File: config.mk
export PLATFORM = sky130hd
export DESIGN_NAME = owire_cmd_slave
export DESIGN_NICKNAME = d
export VERILOG_FILES = /design/src/rtl/owire_pkg.sv /design/src/rtl/owire_rx.sv /design/src/rtl/owire_tx.sv /design/src/rtl/owire_cmd_slave.sv
export SDC_FILE = /design/constraint.sdc
export NUM_CORES = 1
export LEC_CHECK = 0
export BUFFER_PORTS_ARGS = -buffer_cell sky130_fd_sc_hd__buf_2
export CORE_MARGIN = 5
export CORE_UTILIZATION = 35
export DETAILED_ROUTE_END_ITERATION = 10
export GPL_ROUTABILITY_DRIVEN = 0
export SLEW_MARGIN = 40
export SYNTH_ARGS = -nofsm -noshare
export SYNTH_HDL_FRONTEND = slang
export SYNTH_HIERARCHICAL = 1
export SYNTH_SLANG_ARGS = --single-unit
File: constraint.sdc
create_clock -name clk -period 3.6 [get_ports clk]
set_input_delay 0.36 -clock clk [delete_from_list [all_inputs] [get_ports clk]]
set_output_delay 0.36 -clock clk [all_outputs]
set_load 0.02 [all_outputs]
File: src/rtl/owire_pkg.sv
package owire_pkg;

    typedef enum logic [1:0] {
        ST_CMD,
        ST_WDATA,
        ST_RESP,
        ST_TX
    } ow_state_e;

    typedef enum logic [1:0] {
        TX_IDLE,
        TX_LOW,
        TX_HIGH
    } tx_state_e;

endpackage

File: src/rtl/owire_rx.sv
module owire_rx #(
    parameter int SMP_OFS = 40,
    parameter int BRK_CYC = 400,
    parameter int TMO_CYC = 600
) (
    input  logic clk,
    input  logic rst_n,
    input  logic pin_i,
    output logic bit_stb,
    output logic bit_val,
    output logic brk,
    output logic gap_over
);
    localparam int AGE_W = $clog2(TMO_CYC + 1);
    localparam int LOW_W = $clog2(BRK_CYC + 1);

    typedef struct packed {
        logic [1:0]       sync;
        logic             line;
        logic [AGE_W-1:0] age;
        logic [LOW_W-1:0] low_cnt;
        logic             bit_stb;
        logic             bit_val;
        logic             brk;
    } rx_t;

    rx_t q, d;
    logic fall;

    always_comb begin
        d         = q;
        d.sync    = {q.sync[0], pin_i};
        d.line    = q.sync[1];
        d.bit_stb = 1'b0;
        d.brk     = 1'b0;
        fall      = q.line & ~q.sync[1];

        // cycles since the last falling edge, saturating at the timeout
        if (fall) begin
            d.age = '0;
        end else if (q.age != AGE_W'(TMO_CYC)) begin
            d.age = q.age + 1'b1;
        end

        // one sample per bit cell at a fixed offset
        if (!fall && q.age == AGE_W'(SMP_OFS)) begin
            d.bit_stb = 1'b1;
            d.bit_val = q.line;
        end

        // continuous low time for break detection
        if (q.sync[1]) begin
            d.low_cnt = '0;
        end else if (q.low_cnt != LOW_W'(BRK_CYC)) begin
            d.low_cnt = q.low_cnt + 1'b1;
            if (q.low_cnt == LOW_W'(BRK_CYC - 1)) begin
                d.brk = 1'b1;
            end
        end
    end

    always_ff @(posedge clk or negedge rst_n) begin
        if (!rst_n) begin
            q.sync    <= 2'b11;
            q.line    <= 1'b1;
            q.age     <= AGE_W'(TMO_CYC);
            q.low_cnt <= '0;
            q.bit_stb <= 1'b0;
            q.bit_val <= 1'b0;
            q.brk     <= 1'b0;
        end else begin
            q <= d;
        end
    end

    assign bit_stb  = q.bit_stb;
    assign bit_val  = q.bit_val;
    assign brk      = q.brk;
    assign gap_over = (q.age == AGE_W'(TMO_CYC));

    AST_BRK_PULSE: assert property (@(posedge clk) disable iff (!rst_n)
        brk |=> !brk);

    AST_SAMPLE_NOT_AT_GAP: assert property (@(posedge clk) disable iff (!rst_n)
        bit_stb |-> !gap_over);

endmodule

File: src/rtl/owire_tx.sv
module owire_tx
    import owire_pkg::*;
#(
    parameter int TX_LOW1 = 10,
    parameter int TX_LOW0 = 70,
    parameter int TX_CELL = 100
) (
    input  logic clk,
    input  logic rst_n,
    input  logic go,
    input  logic go_bit,
    output logic oe,
    output logic done
);
    localparam int CNT_W   = $clog2(TX_CELL + 1);
    localparam int MAX_LOW = (TX_LOW1 > TX_LOW0) ? TX_LOW1 : TX_LOW0;

    typedef struct packed {
        tx_state_e        st;
        logic [CNT_W-1:0] cnt;
        logic [CNT_W-1:0] low_len;
        logic             oe;
        logic             done;
    } tx_t;

    tx_t q, d;

    always_comb begin
        d      = q;
        d.done = 1'b0;
        case (q.st)
            TX_IDLE: begin
                if (go) begin
                    d.st      = TX_LOW;
                    d.cnt     = '0;
                    d.low_len = go_bit ? CNT_W'(TX_LOW1) : CNT_W'(TX_LOW0);
                end
            end
            TX_LOW: begin
                d.cnt = q.cnt + 1'b1;
                if (q.cnt == q.low_len - 1'b1) begin
                    d.st = TX_HIGH;
                end
            end
            TX_HIGH: begin
                d.cnt = q.cnt + 1'b1;
                if (q.cnt == CNT_W'(TX_CELL - 1)) begin
                    d.st   = TX_IDLE;
                    d.done = 1'b1;
                end
            end
            default: d.st = TX_IDLE;
        endcase
        d.oe = (d.st == TX_LOW);
    end

    always_ff @(posedge clk or negedge rst_n) begin
        if (!rst_n) begin
            q.st      <= TX_IDLE;
            q.cnt     <= '0;
            q.low_len <= '0;
            q.oe      <= 1'b0;
            q.done    <= 1'b0;
        end else begin
            q <= d;
        end
    end

    assign oe   = q.oe;
    assign done = q.done;

    AST_TX_GO_WHEN_IDLE: assert property (@(posedge clk) disable iff (!rst_n)
        go |-> (q.st == TX_IDLE));

    AST_TX_LOW_SPAN: assert property (@(posedge clk) disable iff (!rst_n)
        oe |-> (q.cnt < CNT_W'(MAX_LOW)));

endmodule

File: src/rtl/owire_cmd_slave.sv
module owire_cmd_slave
    import owire_pkg::*;
#(
    parameter int ADDR_W  = 7,
    parameter int DATA_W  = 16,
    parameter int SMP_OFS = 40,
    parameter int BRK_CYC = 400,
    parameter int TMO_CYC = 600,
    parameter int TX_LOW1 = 10,
    parameter int TX_LOW0 = 70,
    parameter int TX_CELL = 100,
    parameter int RSP_DLY = 150
) (
    input  logic              clk,
    input  logic              rst_n,
    input  logic              pin_i,
    output logic              pin_oe,
    output logic [ADDR_W-1:0] reg_addr,
    output logic [DATA_W-1:0] reg_wdata,
    output logic              reg_wr,
    input  logic [DATA_W-1:0] reg_rdata
);
    localparam int CMD_W = ADDR_W + 1;
    localparam int CNT_W = $clog2(DATA_W + 1);
    localparam int RSP_W = $clog2(RSP_DLY + 1);

    typedef struct packed {
        ow_state_e         st;
        logic [CNT_W-1:0]  cnt;
        logic [DATA_W-1:0] shift;
        logic [ADDR_W-1:0] addr;
        logic              wr;
        logic [DATA_W-1:0] wdata;
        logic [RSP_W-1:0]  timer;
    } ctl_t;

    ctl_t q, d;

    logic              bit_stb, bit_val, brk, gap_over;
    logic              tx_go, tx_bit, tx_oe, tx_done;
    logic [DATA_W-1:0] shift_in;

    owire_rx #(
        .SMP_OFS (SMP_OFS),
        .BRK_CYC (BRK_CYC),
        .TMO_CYC (TMO_CYC)
    ) u_rx (
        .clk      (clk),
        .rst_n    (rst_n),
        .pin_i    (pin_i),
        .bit_stb  (bit_stb),
        .bit_val  (bit_val),
        .brk      (brk),
        .gap_over (gap_over)
    );

    owire_tx #(
        .TX_LOW1 (TX_LOW1),
        .TX_LOW0 (TX_LOW0),
        .TX_CELL (TX_CELL)
    ) u_tx (
        .clk    (clk),
        .rst_n  (rst_n),
        .go     (tx_go),
        .go_bit (tx_bit),
        .oe     (tx_oe),
        .done   (tx_done)
    );

    always_comb begin
        d        = q;
        d.wr     = 1'b0;
        tx_go    = 1'b0;
        tx_bit   = 1'b0;
        shift_in = {bit_val, q.shift[DATA_W-1:1]};

        if (brk) begin
            d.st  = ST_CMD;
            d.cnt = '0;
        end else begin
            case (q.st)
                ST_CMD: begin
                    if (gap_over && q.cnt != '0) begin
                        d.cnt = '0;
                    end else if (bit_stb) begin
                        d.shift = shift_in;
                        if (q.cnt == CNT_W'(CMD_W - 1)) begin
                            d.addr  = shift_in[DATA_W-CMD_W +: ADDR_W];
                            d.cnt   = '0;
                            d.timer = '0;
                            d.st    = bit_val ? ST_WDATA : ST_RESP;
                        end else begin
                            d.cnt = q.cnt + 1'b1;
                        end
                    end
                end
                ST_WDATA: begin
                    if (gap_over) begin
                        d.st  = ST_CMD;
                        d.cnt = '0;
                    end else if (bit_stb) begin
                        d.shift = shift_in;
                        if (q.cnt == CNT_W'(DATA_W - 1)) begin
                            d.wr    = 1'b1;
                            d.wdata = shift_in;
                            d.st    = ST_CMD;
                            d.cnt   = '0;
                        end else begin
                            d.cnt = q.cnt + 1'b1;
                        end
                    end
                end
                ST_RESP: begin
                    d.timer = q.timer + 1'b1;
                    if (q.timer == RSP_W'(RSP_DLY - 1)) begin
                        d.st    = ST_TX;
                        d.shift = reg_rdata;
                        d.cnt   = '0;
                        tx_go   = 1'b1;
                        tx_bit  = reg_rdata[0];
                    end
                end
                ST_TX: begin
                    if (tx_done) begin
                        if (q.cnt == CNT_W'(DATA_W - 1)) begin
                            d.st  = ST_CMD;
                            d.cnt = '0;
                        end else begin
                            d.cnt   = q.cnt + 1'b1;
                            d.shift = q.shift >> 1;
                            tx_go   = 1'b1;
                            tx_bit  = q.shift[1];
                        end
                    end
                end
                default: begin
                    d.st  = ST_CMD;
                    d.cnt = '0;
                end
            endcase
        end
    end

    always_ff @(posedge clk or negedge rst_n) begin
        if (!rst_n) begin
            q.st    <= ST_CMD;
            q.cnt   <= '0;
            q.shift <= '0;
            q.addr  <= '0;
            q.wr    <= 1'b0;
            q.wdata <= '0;
            q.timer <= '0;
        end else begin
            q <= d;
        end
    end

    assign pin_oe    = tx_oe;
    assign reg_addr  = q.addr;
    assign reg_wdata = q.wdata;
    assign reg_wr    = q.wr;

    AST_OE_ONLY_TX: assert property (@(posedge clk) disable iff (!rst_n)
        pin_oe |-> (q.st == ST_TX));

    AST_WR_SINGLE: assert property (@(posedge clk) disable iff (!rst_n)
        reg_wr |=> !reg_wr);

    AST_WR_FROM_WDATA: assert property (@(posedge clk) disable iff (!rst_n)
        reg_wr |-> ($past(q.st) == ST_WDATA));

    AST_BRK_RESYNC: assert property (@(posedge clk) disable iff (!rst_n)
        brk |=> (q.st == ST_CMD && q.cnt == '0 && !reg_wr));

    AST_TIMEOUT_DROP: assert property (@(posedge clk) disable iff (!rst_n)
        (gap_over && q.st == ST_WDATA && !brk) |=> (q.st == ST_CMD && !reg_wr));

endmodule

==> impl_metrics.env <==
export IMPL_synth_ff_type="dfrtp_1"
export IMPL_whs_ns=0.00147
export IMPL_seq_power_share_pct=50.9
export IMPL_avgSynthCellArea_sq_um=10.9
export IMPL_required_ns=3.82
export IMPL_worst_slew_pin_slew_ns=0.676
export IMPL_wl_per_cell_microns=14.8
export IMPL_vias_per_cell=5.21
export IMPL_drtIter0Drc=157
export IMPL_ant_nets=0
export IMPL_synth_top_family_by_area="simple AND/OR/NAND/NOR gates"
export IMPL_port_buffers=43
export IMPL_die_x_microns=131
export IMPL_synthArstFlopShare_pct=100
export IMPL_syn_nets=502
export IMPL_grt_pass1_wl_mm=16.7
export IMPL_rows=44
export IMPL_multi_input_area_sq_um=2390
export IMPL_cts_buffers=9
export IMPL_drive_gt1_share_pct=23.9
export IMPL_dieArea_sq_um=17100
export IMPL_grt_overflow=0
export IMPL_htree_levels=3
export IMPL_hold_path_class="in2async"
export IMPL_clock_sinks=93
export IMPL_p_per_area_nw_per_um2=386
export IMPL_place_hpwl_mm=7.20
export IMPL_synth_seq_area_share_pct=45.8
export IMPL_synth_compound_area_share_pct=13.5
export IMPL_grt_pass1_vias=3416
export IMPL_final_common_cell="dfrtp_1"
export IMPL_start_kind="flip-flop"
export IMPL_post_cts_buffers=0
export IMPL_p_clk_share_pct=45.0
export IMPL_drt_wl_total_mm=10.0
export IMPL_fin_nets=524
export IMPL_synthMuxAreaShare_pct=11.2
export IMPL_min_period_ns=2.67
export IMPL_end_kind="flip-flop"
export IMPL_cts_root_buf="clkbuf_16"
export IMPL_syn_area_sq_um=5100
export IMPL_worstPathArrival_ns=2.89
export IMPL_status="finished, final reports clean"
export IMPL_p_leak_uw=0.00258
export IMPL_rsz0062_at_grt="false"
export IMPL_insertion_delay_ns=0.34
export IMPL_fin_setup_tns_ns=0
export IMPL_stdcell_area_sq_um=5620
export IMPL_layout_common_cells="dfrtp_1 (86), buf_2 (42), nand2_1 (30)"
export IMPL_register_area_sq_um=2340
export IMPL_yosysUniqueCellTypes=65
export IMPL_worstSetupStartpoint="u_rx/q[12]"
export IMPL_ios=44
export IMPL_clk_pin_slew_worst_paths_ns=0.07
export IMPL_min_period_over_period_pct=74.3
export IMPL_p_comb_share_pct=4.1
export IMPL_fmax_ghz=0.374
export IMPL_synth_edf_count=0
export IMPL_num_fill_cells=1401
export IMPL_maxSlewViolCount=0
export IMPL_antenna_cells=0
export IMPL_grt_use_total_pct=12.1
export IMPL_via_count=3532
export IMPL_die_y_microns=131
export IMPL_path_max_fanout=15
export IMPL_post_dp_cell_area_sq_um=5310
export IMPL_antenna_found_initial=0
export IMPL_fin_skew_ns=0.0131
export IMPL_drtPass1Iterations=4
export IMPL_ys_seq_elements=93
export IMPL_rr_startpoint="u_rx/q[12]"
export IMPL_cap_violations=0
export IMPL_syn_to_final_growth_pct=10.1
export IMPL_cts_hold_buffers_added=0
export IMPL_switching_power_uw=496
export IMPL_vdd_drop_max_mv=0.247
export IMPL_ys_warn_count=6
export IMPL_hold_viol=0
export IMPL_yosys_area_share_simple_pct=15.7
export IMPL_slew_headroom_pct=54.9
export IMPL_crit_type="reg2reg"
export IMPL_synthAdderAreaFrac_pct=3.93
export IMPL_setup_viol=0
export IMPL_post_cts_resized=0
export IMPL_start_util_pct=35.4
export IMPL_cts_tree="built"
export IMPL_grt_max_degree=70
export IMPL_p_sw_share_pct=22.9
export IMPL_internal_power_uw=1670
export IMPL_clock_path_buffers=2
export IMPL_coreArea_sq_um=14400
export IMPL_synthCells=467
export IMPL_synth_xor_area_share_pct=2.23
export IMPL_drc=0
==> layout make-up <==
| cell class | instances | area share, % |
|---|---|---|
| well taps | 184 | 4.10 |
| multi-input cells | 313 | 42.5 |
| clock buffers | 10 | 4.26 |
| repair buffers | 49 | 4.75 |
| inverters | 23 | 1.54 |
| clock inverters | 6 | 1.27 |
| flip-flops and latches | 93 | 41.6 |
==> final timing paths <==
kind / endpoint / slack [ns] / depth (start not counted)
setup reg to reg: q[45] / 0.93 / 9
hold reg to reg: u_rx/d[22] / 0.36 / 0
max in group asynchronous: u_rx/d[24] / 2.85 / 2
min in group clk: u_rx/d[24] / 0.13 / 1
setup / recovery: q[45] / 0.93 / 9
hold / removal: reg_wdata[6] / 0.001 / 1
==> state kept, by name, indices dropped and copies added, names as in the netlist <==
signal        count
reg_wdata        16
u_rx/brk          1
u_tx/oe           1
u_tx/done         1
u_rx/bit_val      1
q                30
u_rx/d            2
u_rx/q           20
reg_wr            1
u_rx/bit_stb      1
reg_addr          7
u_tx/q           12
==> synth_stat cells, types with 3 or more instances <==
cell type  count  share of area [%]
o31ai_1       10                1.5
xnor2_1        6                1.0
dfrtp_1       86                 42
nor2_1        20                1.5
clkbuf_8       4                1.1
mux2i_1        6                1.2
clkbuf_1       5               0.37
and3_1         4               0.49
a31oi_1        4               0.49
mux2_1        10                2.2
or4_1          3               0.44
nor3_1        10               0.98
nand2_1       30                2.2
nand3_1       19                1.9
buf_6          3               0.66
o21ai_0       22                2.2
dfstp_2        7                3.6
o21ai_1        3               0.29
nor4b_1        4               0.69
nand4_1        3               0.37
xor2_1         7                1.2
mux2_2        22                4.9
a21oi_1       20                2.0
or3_1          4               0.49
ha_1          16                3.9
nor4_1         4               0.49
nand2b_1       9                1.1
nor2b_1        6               0.74
a22o_1        20                3.4
nand4bb_1      3               0.66
mux2_4        10                2.9
buf_4         26                3.8
inv_1         23                1.7
==> critical path, stage by stage (launching register included) <==
cell and delay (ns):
dfrtp_1 0.43, inv_1 0.08, ha_1 0.22, and3_1 0.16
buf_4 0.19, nand2b_1 0.13, or2b_2 0.31, a21oi_1 0.23
o2111ai_4 0.39, mux2_4 0.42
==> metrics by stage <==
step           setup slack (ns)  power (uW)  std cells  utilization (%)
6_report                  0.926        2170        678             38.9
5_1_grt                   0.774        2260        678             38.9
4_1_cts                   0.908        2200        678             38.9
3_5_place_dp              0.931        1210        662             36.8
3_3_place_gp              0.804        1210        662             36.7
2_1_floorplan              1.11        1160        467                -
==> power groups by stage <==
stage	clock network (uW)	logic [uW]	registers (uW)
3_3_place_gp	0	91.1	1120
4_1_cts	1010	93.2	1100
2_1_floorplan	0	50.5	1110
5_1_grt	1050	104	1110
6_report	974	89.6	1100
3_5_place_dp	0	92.7	1120
==> cell families after synthesis <==
family,after synthesis
adders and majority gates,16
buffers and inverters,61
AOI/OAI and AO/OA,100
DFF,93
and+or+nand+nor,136
xor gates and xnor gates,13
muxes,48
==> per-layer routing <==
layer	part of all wire [%]	global-route usage, %
met5	0	0
met4	0.60	3.63
met3	3.7	2.52
met2	47	19.8
met1	49	16.1
(Power assumes the default switching activity.)
